### src/rtl/gpio_pkg.sv
// Shared register map and widths for the GPIO port slice.
package gpio_pkg;
    localparam int ADDR_W = 3;

    // Register addresses; software drivers depend on these values.
    typedef enum logic [ADDR_W-1:0] {
        REG_DIR   = 3'd0,
        REG_DRIVE = 3'd1,
        REG_SRC   = 3'd2,
        REG_ANA   = 3'd3,
        REG_IEN   = 3'd4,
        REG_LEVEL = 3'd5
    } gpio_reg_e;
endpackage

### src/rtl/gpio_regs.sv
// Configuration register bank with combinational read mux.
// Assumes single-cycle write strobes; the level register is read only.
module gpio_regs
    import gpio_pkg::*;
#(
    parameter int WIDTH = 8
) (
    input  logic              clk,
    input  logic              rst_n,
    input  logic              wr_en,
    input  logic [ADDR_W-1:0] addr,
    input  logic [WIDTH-1:0]  wdata,
    input  logic [WIDTH-1:0]  level,
    output logic [WIDTH-1:0]  rdata,
    output logic [WIDTH-1:0]  dir_q,
    output logic [WIDTH-1:0]  drive_q,
    output logic [WIDTH-1:0]  src_q,
    output logic [WIDTH-1:0]  ana_q,
    output logic [WIDTH-1:0]  ien_q
);
    // Capture configuration writes.
    always_ff @(posedge clk) begin
        if (!rst_n) begin
            dir_q   <= '0;
            drive_q <= '0;
            src_q   <= '0;
            ana_q   <= '0;
            ien_q   <= '0;
        end else if (wr_en) begin
            case (addr)
                REG_DIR:   dir_q   <= wdata;
                REG_DRIVE: drive_q <= wdata;
                REG_SRC:   src_q   <= wdata;
                REG_ANA:   ana_q   <= wdata;
                REG_IEN:   ien_q   <= wdata;
                default:   ;
            endcase
        end
    end

    // Select read data by address.
    always_comb begin
        case (addr)
            REG_DIR:   rdata = dir_q;
            REG_DRIVE: rdata = drive_q;
            REG_SRC:   rdata = src_q;
            REG_ANA:   rdata = ana_q;
            REG_IEN:   rdata = ien_q;
            REG_LEVEL: rdata = level;
            default:   rdata = '0;
        endcase
    end
endmodule

### src/rtl/gpio_sync.sv
// Multi-flop synchroniser for asynchronous pad inputs, one chain per pin.
// Assumes STAGES >= 2; output is reset to 0.
module gpio_sync #(
    parameter int WIDTH  = 8,
    parameter int STAGES = 2
) (
    input  logic             clk,
    input  logic             rst_n,
    input  logic [WIDTH-1:0] d,
    output logic [WIDTH-1:0] q
);
    logic [WIDTH-1:0] chain [STAGES];

    // First stage samples the raw pad.
    always_ff @(posedge clk) begin
        if (!rst_n) chain[0] <= '0;
        else        chain[0] <= d;
    end

    for (genvar s = 1; s < STAGES; s++) begin : g_stage
        // Each later stage resamples its predecessor.
        always_ff @(posedge clk) begin
            if (!rst_n) chain[s] <= '0;
            else        chain[s] <= chain[s-1];
        end
    end

    assign q = chain[STAGES-1];
endmodule

### src/rtl/gpio_padmux.sv
// Per-pin pad control: output source select, enable, pull-up and input gate.
// Assumes all configuration inputs are register outputs.
module gpio_padmux #(
    parameter int WIDTH = 8
) (
    input  logic [WIDTH-1:0] dir,
    input  logic [WIDTH-1:0] drive,
    input  logic [WIDTH-1:0] src,
    input  logic [WIDTH-1:0] ana,
    input  logic [WIDTH-1:0] periph_out,
    input  logic [WIDTH-1:0] synced,
    output logic [WIDTH-1:0] pad_out,
    output logic [WIDTH-1:0] pad_oe,
    output logic [WIDTH-1:0] pad_pu,
    output logic [WIDTH-1:0] pad_ie,
    output logic [WIDTH-1:0] level
);
    for (genvar i = 0; i < WIDTH; i++) begin : g_pin
        // Drive register bit doubles as pull-up enable on inputs.
        always_comb begin
            pad_oe[i]  = dir[i];
            pad_out[i] = dir[i] & (src[i] ? periph_out[i] : drive[i]);
            pad_pu[i]  = ~dir[i] & drive[i];
            pad_ie[i]  = ~ana[i];
            level[i]   = synced[i] & ~ana[i];
        end
    end
endmodule

### src/rtl/gpio_chg.sv
// Pin change detector: sticky pending flags against a snapshot taken on level read.
// Assumes 'level' is already synchronised; analog pins are masked out.
module gpio_chg #(
    parameter int WIDTH = 8
) (
    input  logic             clk,
    input  logic             rst_n,
    input  logic [WIDTH-1:0] level,
    input  logic [WIDTH-1:0] ien,
    input  logic [WIDTH-1:0] ana,
    input  logic             snap_read,
    output logic             irq
);
    logic [WIDTH-1:0] snap_q;
    logic [WIDTH-1:0] pend_q;
    logic [WIDTH-1:0] diff;

    assign diff = (level ^ snap_q) & ien & ~ana;

    // Snapshot the level on every read of the level register.
    always_ff @(posedge clk) begin
        if (!rst_n)         snap_q <= '0;
        else if (snap_read) snap_q <= level;
    end

    // Set flags on difference, clear all on read.
    always_ff @(posedge clk) begin
        if (!rst_n)         pend_q <= '0;
        else if (snap_read) pend_q <= '0;
        else                pend_q <= pend_q | diff;
    end

    assign irq = |(pend_q & ien);
endmodule

### src/rtl/gpio_port.sv
// Top of the GPIO port slice: register bank, synchroniser, pad mux, change detect.
// Assumes a synchronous bus; pad_in is asynchronous to clk.
module gpio_port
    import gpio_pkg::*;
#(
    parameter int WIDTH       = 8,
    parameter int SYNC_STAGES = 2
) (
    input  logic              clk,
    input  logic              rst_n,
    input  logic              wr_en,
    input  logic              rd_en,
    input  logic [ADDR_W-1:0] addr,
    input  logic [WIDTH-1:0]  wdata,
    output logic [WIDTH-1:0]  rdata,
    input  logic [WIDTH-1:0]  periph_out,
    input  logic [WIDTH-1:0]  pad_in,
    output logic [WIDTH-1:0]  pad_out,
    output logic [WIDTH-1:0]  pad_oe,
    output logic [WIDTH-1:0]  pad_pu,
    output logic [WIDTH-1:0]  pad_ie,
    output logic [WIDTH-1:0]  sync_in,
    output logic              irq
);
    logic [WIDTH-1:0] dir_q, drive_q, src_q, ana_q, ien_q;
    logic [WIDTH-1:0] synced, level;
    logic             level_read;

    assign level_read = rd_en && (addr == REG_LEVEL);
    assign sync_in    = level;

    gpio_regs #(.WIDTH(WIDTH)) u_regs (
        .clk(clk), .rst_n(rst_n), .wr_en(wr_en), .addr(addr), .wdata(wdata),
        .level(level), .rdata(rdata), .dir_q(dir_q), .drive_q(drive_q),
        .src_q(src_q), .ana_q(ana_q), .ien_q(ien_q)
    );

    gpio_sync #(.WIDTH(WIDTH), .STAGES(SYNC_STAGES)) u_sync (
        .clk(clk), .rst_n(rst_n), .d(pad_in), .q(synced)
    );

    gpio_padmux #(.WIDTH(WIDTH)) u_mux (
        .dir(dir_q), .drive(drive_q), .src(src_q), .ana(ana_q),
        .periph_out(periph_out), .synced(synced), .pad_out(pad_out),
        .pad_oe(pad_oe), .pad_pu(pad_pu), .pad_ie(pad_ie), .level(level)
    );

    gpio_chg #(.WIDTH(WIDTH)) u_chg (
        .clk(clk), .rst_n(rst_n), .level(level), .ien(ien_q), .ana(ana_q),
        .snap_read(level_read), .irq(irq)
    );
endmodule

### config.mk
export PLATFORM = sky130hd
export DESIGN_NAME = gpio_port
export DESIGN_NICKNAME = d
export VERILOG_FILES = /design/src/rtl/gpio_pkg.sv /design/src/rtl/gpio_regs.sv /design/src/rtl/gpio_sync.sv /design/src/rtl/gpio_padmux.sv /design/src/rtl/gpio_chg.sv /design/src/rtl/gpio_port.sv
export SDC_FILE = /design/constraint.sdc
export NUM_CORES = 1
export LEC_CHECK = 0
export BUFFER_PORTS_ARGS = -buffer_cell sky130_fd_sc_hd__buf_2
export CAP_MARGIN = 0
export CORE_MARGIN = 4
export CORE_UTILIZATION = 48
export DETAILED_ROUTE_END_ITERATION = 8
export PLACE_DENSITY = 0.78
export SLEW_MARGIN = 5
export SYNTH_ARGS = -nofsm -noshare
export SYNTH_HDL_FRONTEND = slang
export SYNTH_SLANG_ARGS = --single-unit
### constraint.sdc
create_clock -name clk -period 1.8 [get_ports clk]
set_input_delay 0.18 -clock clk [delete_from_list [all_inputs] [get_ports clk]]
set_output_delay 0.18 -clock clk [all_outputs]
set_load 0.02 [all_outputs]
==> out/qor.csv, run 1 <==
stage,metric,value,unit
setup_path,max incr delay on CP,0.34,ns
route,"antenna viol nets, final",0,
floorplanning,Die X-Extent,90.9,microns
clock_network,post-CTS setup buffers,0,
clock_network,Num CTS Buffers,9,
grt,global route overflow,0,
grt,vias in the first global route,2792,
timing,Max-slew headroom,0.673,
power,leak pwr,0.00167,uW
min_path,Hold WC Path Type,in -> reg,
layout,Ant. Diodes,0,
synth,ys async rst share,0,
timing,Tmin final,1.70,ns
synth,synthesized flop and latch total,72,
setup_path,"Data required, critical path",1.62,ns
clock_network,Worst-Skew Late Latency,0.35,ns
route,initial drt markers,152,
route,via count,2838,
synth,"count leader, synth",dfxtp_1,
synth,"Distinct cells, synth",34,
setup_path,Crit Path Category,reg -> out,
setup_path,WP data arrival,1.52,ns
run,maxcap violations,0,
placed_design,Final GP Congestion,0.916,
route,drt via density,5.45,
setup_path,Max Fanout on Critical Path,3,
setup_path,Crit. End Element,output pin,
timing,final setup fails,0,
clock_network,CTS tree,yes,
timing,Tightest Pin Transition,0.490,ns
floorplanning,# rows,29,
run_status,run status,finished clean,
clock_network,CTS max path bufs,2,
floorplanning,die area,8270,sq um
synth,Post-synth EDFFs,0,
route,First-pass DRT Iterations,4,
setup_path,reg-to-reg endpoint,u_chg.snap_q[6]$_SDFFE_PN0P_,
grt,initial antenna violation count,0,
synth,Synth Flop Type,dfxtp_1,
synth,mean post-synth cell area,9.20,sq um
timing,max frequency,0.587,GHz
clock_network,clock sinks,72,
synth,YS warnings,0,
timing,RSZ-0062 raised after global routing,no,
power,pwr dens,810,nW/um^2
setup_path,R2R Setup Slk,0.86,ns
setup_path,origin of the critical flop-to-flop path,u_sync.chain[1][6]$_SDFF_PN0_,
synth,Syn Nets,390,
setup_path,startpoint types,flip-flop,
placed_design,dpl hpwl,6090,microns
floorplanning,Die Height,90.9,microns
clock_network,CTS root buffer,clkbuf_8,
synth,Post-Syn Area,3300,sq um
layout,ratio of cells with drive above 1 in the final layout,0.286,
clock_network,Worst-path clk slew,0.08,ns
setup_path,FF-to-FF path depth,3,
power,Max VDD drop,0.778,mV
timing,final period utilization,0.946,
timing,clk_skew,0.00618,ns
min_path,Hold Path Depth,2,
setup_path,"Cell Chain, Critical Path","nor2b_1, mux2i_1, o221ai_1, buf_2",
min_path,hold_sp,pad_in[3],
clock_network,htree depth,3,
synth,Yosys top cell area share,0.437,
floorplanning,Core Footprint,6530,sq um
clock_network,# hold bufs at CTS,0,
grt,first-pass GRT wire length,13400,microns
floorplanning,Ports,80,
floorplanning,initial core utilization,0.506,
synth,Synth area leader,dfxtp_1,
placed_design,buffers added on ports,79,
synth,post-synthesis sequential area ratio,0.437,
timing,Final Max Tran Viols,0,
synth,cell count after synthesis,359,
timing,worst hold margin,0.0349,ns
timing,Final Hold Fails,0,
route,residual DRC count,0,
grt,largest net degree at the start of global routing,38,
layout,layout overhead on the synthesized area,21.3,%
setup_path,CP max-delay cell,dfxtp_1,
layout,layout net count,470,
timing,Setup TNS,0,ns
route,drt total wl,8320,microns
grt,Tot GR Track Use,0.202,
min_path,worst min-delay path endpoint,u_sync.chain[0][3]$_SDFF_PN0_,
synth,dominant cells by area after synthesis,"dfxtp_1 44%, mux2i_1 10%, nor2b_1 8.0%, nand2_1 4.4%, nand3_1 3.6%",
route,Avg WL per Cell,16.0,microns
synth,Post-synth top cells,"72 x dfxtp_1, 42 x nor2b_1, 39 x nand2_1, 34 x mux2i_1, 24 x nand3_1",
per-layer routing:
metal,wire length (microns),up-vias,global-route usage,share of wire
met4,193,0,0.0779,0.023
met1,3480,1325,0.240,0.42
met2,4150,89,0.347,0.50
li1,-,1403,-,-
met3,492,21,0.0537,0.059
met5,0,-,0,0
registers in the layout (all words and copies together), names as in the netlist:
name / cells
u_chg.pend_q: 8
u_chg.snap_q: 8
u_regs.ana_q: 8
u_regs.dir_q: 8
u_regs.drive_q: 8
u_regs.ien_q: 8
u_regs.src_q: 8
u_sync.chain: 16
timing repair:
action	CTS	global route
endpoints found under the setup margin	0	2
resized for setup	0	2
hold endpoints to repair	0	0
area by class of cell:
class | instances | area (sq um)
Clock buffer | 11 | 141
Tap cell | 77 | 96.3
Clock inverter | 5 | 56.3
Inverter | 10 | 37.5
Fill cell | 570 | 2530
Timing Repair Buffer | 92 | 518
Multi-Input combinational cell | 254 | 1710
Sequential cell | 72 | 1440
worst max path at each step:
stage,startpoint,endpoint,slack (ns),depth (start not counted)
global placement,addr[0],rdata[6],0.24,5
global route,u_sync.chain[1][1]$_SDFF_PN0_,rdata[1],0.01,4
CTS,u_sync.chain[1][7]$_SDFF_PN0_,rdata[7],0.07,4
finish,u_sync.chain[1][1]$_SDFF_PN0_,rdata[1],0.1,4
detailed placement,addr[0],u_regs.drive_q[1]$_SDFFE_PN0P_,0.18,5
floorplan,u_sync.chain[1][0]$_SDFF_PN0_,rdata[0],0.34,3
power by group:
| group | switching [uW] | internal (uW) | leakage (uW) | total (uW) |
|---|---|---|---|---|
| sequential | 28.2 | 1630 | 0.000585 | 1660 |
| clock | 594 | 676 | 0.0000993 | 1270 |
| combinational | 186 | 128 | 0.000984 | 314 |
| total | 809 | 2430 | 0.00167 | 3240 |
critical path, delay by kind of cell, from the launching register on:
| kind | cells | cell delay, ns |
|---|---|---|
| flip-flops | 1 | 0.34 |
| AND/OR/NAND/NOR | 1 | 0.28 |
| AO/OA/AOI/OAI | 1 | 0.21 |
| buffers and inverters | 1 | 0.21 |
| multiplexers | 1 | 0.14 |
placed cells by master (no fill, tap or decap), types with 3 or more instances in the layout:
cell / instances
o21ai_0: 16
clkbuf_8: 10
buf_2: 79
and2_1: 16
mux2i_1: 34
o21ai_2: 8
buf_4: 11
inv_1: 10
nand2_1: 39
a21boi_0: 8
mux2_2: 6
o221ai_1: 4
xor2_1: 8
nor2b_1: 40
nand3_1: 24
a22oi_1: 4
a31oi_1: 11
o211ai_1: 3
dfxtp_1: 72
a32oi_1: 4
nor2_1: 10
kinds of logic (layout without fill, tap and decap cells):
| family | Yosys count | count (layout) | synth area share |
|---|---|---|---|
| simple gates | 147 | 147 | 0.246 |
| buf+inv | 33 | 118 | 0.0496 |
| mux | 40 | 40 | 0.124 |
| compound gates | 59 | 59 | 0.123 |
| flops | 72 | 72 | 0.437 |
| xor+xnor | 8 | 8 | 0.0212 |
stage by stage:
stage | worst slack [ns] | power (uW) | utilization | instance area, sq um | instances
5_1_grt | 0.0143 | 3350 | 0.613 | 4010 | 521
3_3_place_gp | 0.240 | 2000 | 0.582 | 3800 | 505
4_1_cts | 0.0692 | 3260 | 0.612 | 4000 | 521
3_5_place_dp | 0.178 | 2010 | 0.582 | 3800 | 505
6_report | 0.0969 | 3240 | 0.613 | 4010 | 521
2_1_floorplan | 0.337 | 1880 | - | 3300 | 359
Note: power is estimated with default switching activity, not from simulation.
==> inputs of run 2 (changes only) <==
--- a/config.mk
+++ b/config.mk
@@ -11,6 +11,7 @@
 export CORE_UTILIZATION = 48
 export DETAILED_ROUTE_END_ITERATION = 8
 export PLACE_DENSITY = 0.78
+export RECOVER_POWER = 100
 export SLEW_MARGIN = 5
 export SYNTH_ARGS = -nofsm -noshare
 export SYNTH_HDL_FRONTEND = slang
==> out/qor.csv, run 2 (synthesized netlist as in run 1, its figures left out) <==
stage,metric,value,unit
setup_path,crit path capture,rdata[4],
clock_network,post-CTS setup buffers,0,
power,leak pwr,0.00148,uW
layout,Multi-input gate area,1670,sq um
floorplanning,Die Height,90.9,microns
clock_network,clock sinks,72,
floorplanning,# rows,29,
route,drt total wl,8370,microns
layout,Reg area,1440,sq um
clock_network,CTS max path bufs,2,
timing,final setup fails,0,
route,via count,2844,
floorplanning,Core Footprint,6530,sq um
layout,ratio of cells with drive above 1 in the final layout,0.167,
route,Avg WL per Cell,16.1,microns
layout,Ant. Diodes,0,
route,First-pass DRT Iterations,4,
min_path,Hold WC Path Type,in -> reg,
layout,filler cell count,613,
timing,Tightest Pin Transition,0.712,ns
placed_design,Final GP Congestion,0.916,
setup_path,"Data required, critical path",1.62,ns
clock_network,htree depth,3,
layout,"most common cell after layout, fill and taps aside",dfxtp_1,
timing,RSZ-0062 raised after global routing,no,
clock_network,Num CTS Buffers,9,
clock_network,Worst-path clk slew,0.08,ns
floorplanning,die area,8270,sq um
floorplanning,initial core utilization,0.506,
setup_path,Max Fanout on Critical Path,3,
setup_path,"Cell Chain, Critical Path","nor2b_1, a32oi_1, o211ai_1, clkbuf_2",
setup_path,startpoint types,flip-flop,
timing,final period utilization,0.952,
placed_design,buffers added on ports,79,
setup_path,CP max-delay cell,dfxtp_1,
grt,global route overflow,0,
timing,Final Max Tran Viols,0,
timing,Setup TNS,0,ns
setup_path,WP data arrival,1.53,ns
timing,clk_skew,0.00730,ns
run_status,run status,finished clean,
route,drt via density,5.46,
route,residual DRC count,0,
timing,Max-slew headroom,0.525,
layout,max reg flops,16,
power,Max VDD drop,0.777,mV
grt,first-pass GRT wire length,13400,microns
layout,layout overhead on the synthesized area,17.2,%
layout,layout net count,470,
timing,Tmin final,1.71,ns
grt,Tot GR Track Use,0.202,
setup_path,R2R Setup Slk,0.79,ns
layout,Biggest register,u_sync.chain,
setup_path,Crit. End Element,output pin,
setup_path,origin of the critical flop-to-flop path,u_sync.chain[1][4]$_SDFF_PN0_,
power,pwr dens,833,nW/um^2
setup_path,worst setup path startpoint,u_sync.chain[1][4]$_SDFF_PN0_,
floorplanning,Die X-Extent,90.9,microns
grt,vias in the first global route,2792,
timing,max frequency,0.583,GHz
timing,Final Hold Fails,0,
timing,worst hold margin,0.0351,ns
placed_design,dpl hpwl,6090,microns
grt,initial antenna violation count,0,
floorplanning,Ports,80,
layout,"commonest cells after routing, fill and taps aside","72 x dfxtp_1, 44 x clkbuf_1, 40 x nor2b_1, 39 x nand2_1, 34 x mux2i_1",
clock_network,Worst-Skew Late Latency,0.35,ns
setup_path,Crit Path Category,reg -> out,
run,maxcap violations,0,
setup_path,max incr delay on CP,0.35,ns
clock_network,CTS root buffer,clkbuf_8,
grt,largest net degree at the start of global routing,38,
setup_path,reg-to-reg endpoint,u_chg.snap_q[4]$_SDFFE_PN0P_,
clock_network,CTS tree,yes,
setup_path,FF-to-FF path depth,3,
route,initial drt markers,140,
route,"antenna viol nets, final",0,
-- run 2: final cells by class --
cell class,instances,share of cell area
Tap cell,77,0.0249
Timing Repair Buffer,92,0.110
Sequential cell,72,0.372
Clock buffer,11,0.0365
Multi-Input combinational cell,254,0.432
Clock inverter,5,0.0145
Inverter,10,0.00970
-- run 2: worst min-delay path by stage --
stage              start                            end  cells past startpoint
5_1_grt        pad_in[6]  u_sync.chain[0][6]$_SDFF_PN0_                      2
6_report       pad_in[3]  u_sync.chain[0][3]$_SDFF_PN0_                      2
3_5_place_dp   pad_in[0]  u_sync.chain[0][0]$_SDFF_PN0_                      2
2_1_floorplan  pad_in[0]  u_sync.chain[0][0]$_SDFF_PN0_                      1
4_1_cts        pad_in[0]  u_sync.chain[0][0]$_SDFF_PN0_                      2
3_3_place_gp   pad_in[3]  u_sync.chain[0][3]$_SDFF_PN0_                      2
-- run 2: per-stage QoR --
step / power (uW) / cells / worst slack [ns] / utilization / instance area, sq um
final: 3230 / 521 / 0.0862 / 0.593 / 3870
after CTS: 3260 / 521 / 0.0692 / 0.612 / 4000
after detailed placement: 2010 / 505 / 0.178 / 0.582 / 3800
after global placement: 2000 / 505 / 0.240 / 0.582 / 3800
after floorplan: 1880 / 359 / 0.337 / - / 3300
after global routing: 3330 / 521 / 0.0106 / 0.593 / 3870
-- run 2: timing repair --
item                       CTS  global route
hold buffers                 0             0
hold endpoints to repair     0             0
gates resized for setup      0             2
setup endpoints to repair    0             2
-- run 2: metal layers --
metal  global-route usage  wire length, microns  part of all wire  vias to the layer above
met5                    0                     0                 0                        -
met4               0.0779                   179             0.021                        0
met3               0.0537                   548             0.065                       17
met2                0.347                  4150              0.50                       91
met1                0.240                  3490              0.42                     1330
li1                     -                     -                 -                     1406
-- run 2: critical path, delay by kind of cell (launching register included) --
kind / cells / cell delay, ns
AND/OR/NAND/NOR: 1 / 0.32
flip-flops: 1 / 0.35
buffers and inverters: 1 / 0.21
AO/OA/AOI/OAI: 2 / 0.30
-- run 2: report_power, final --
part	switching [uW]	internal [uW]
combinational	181	112
sequential	28.5	1630
clock	599	676
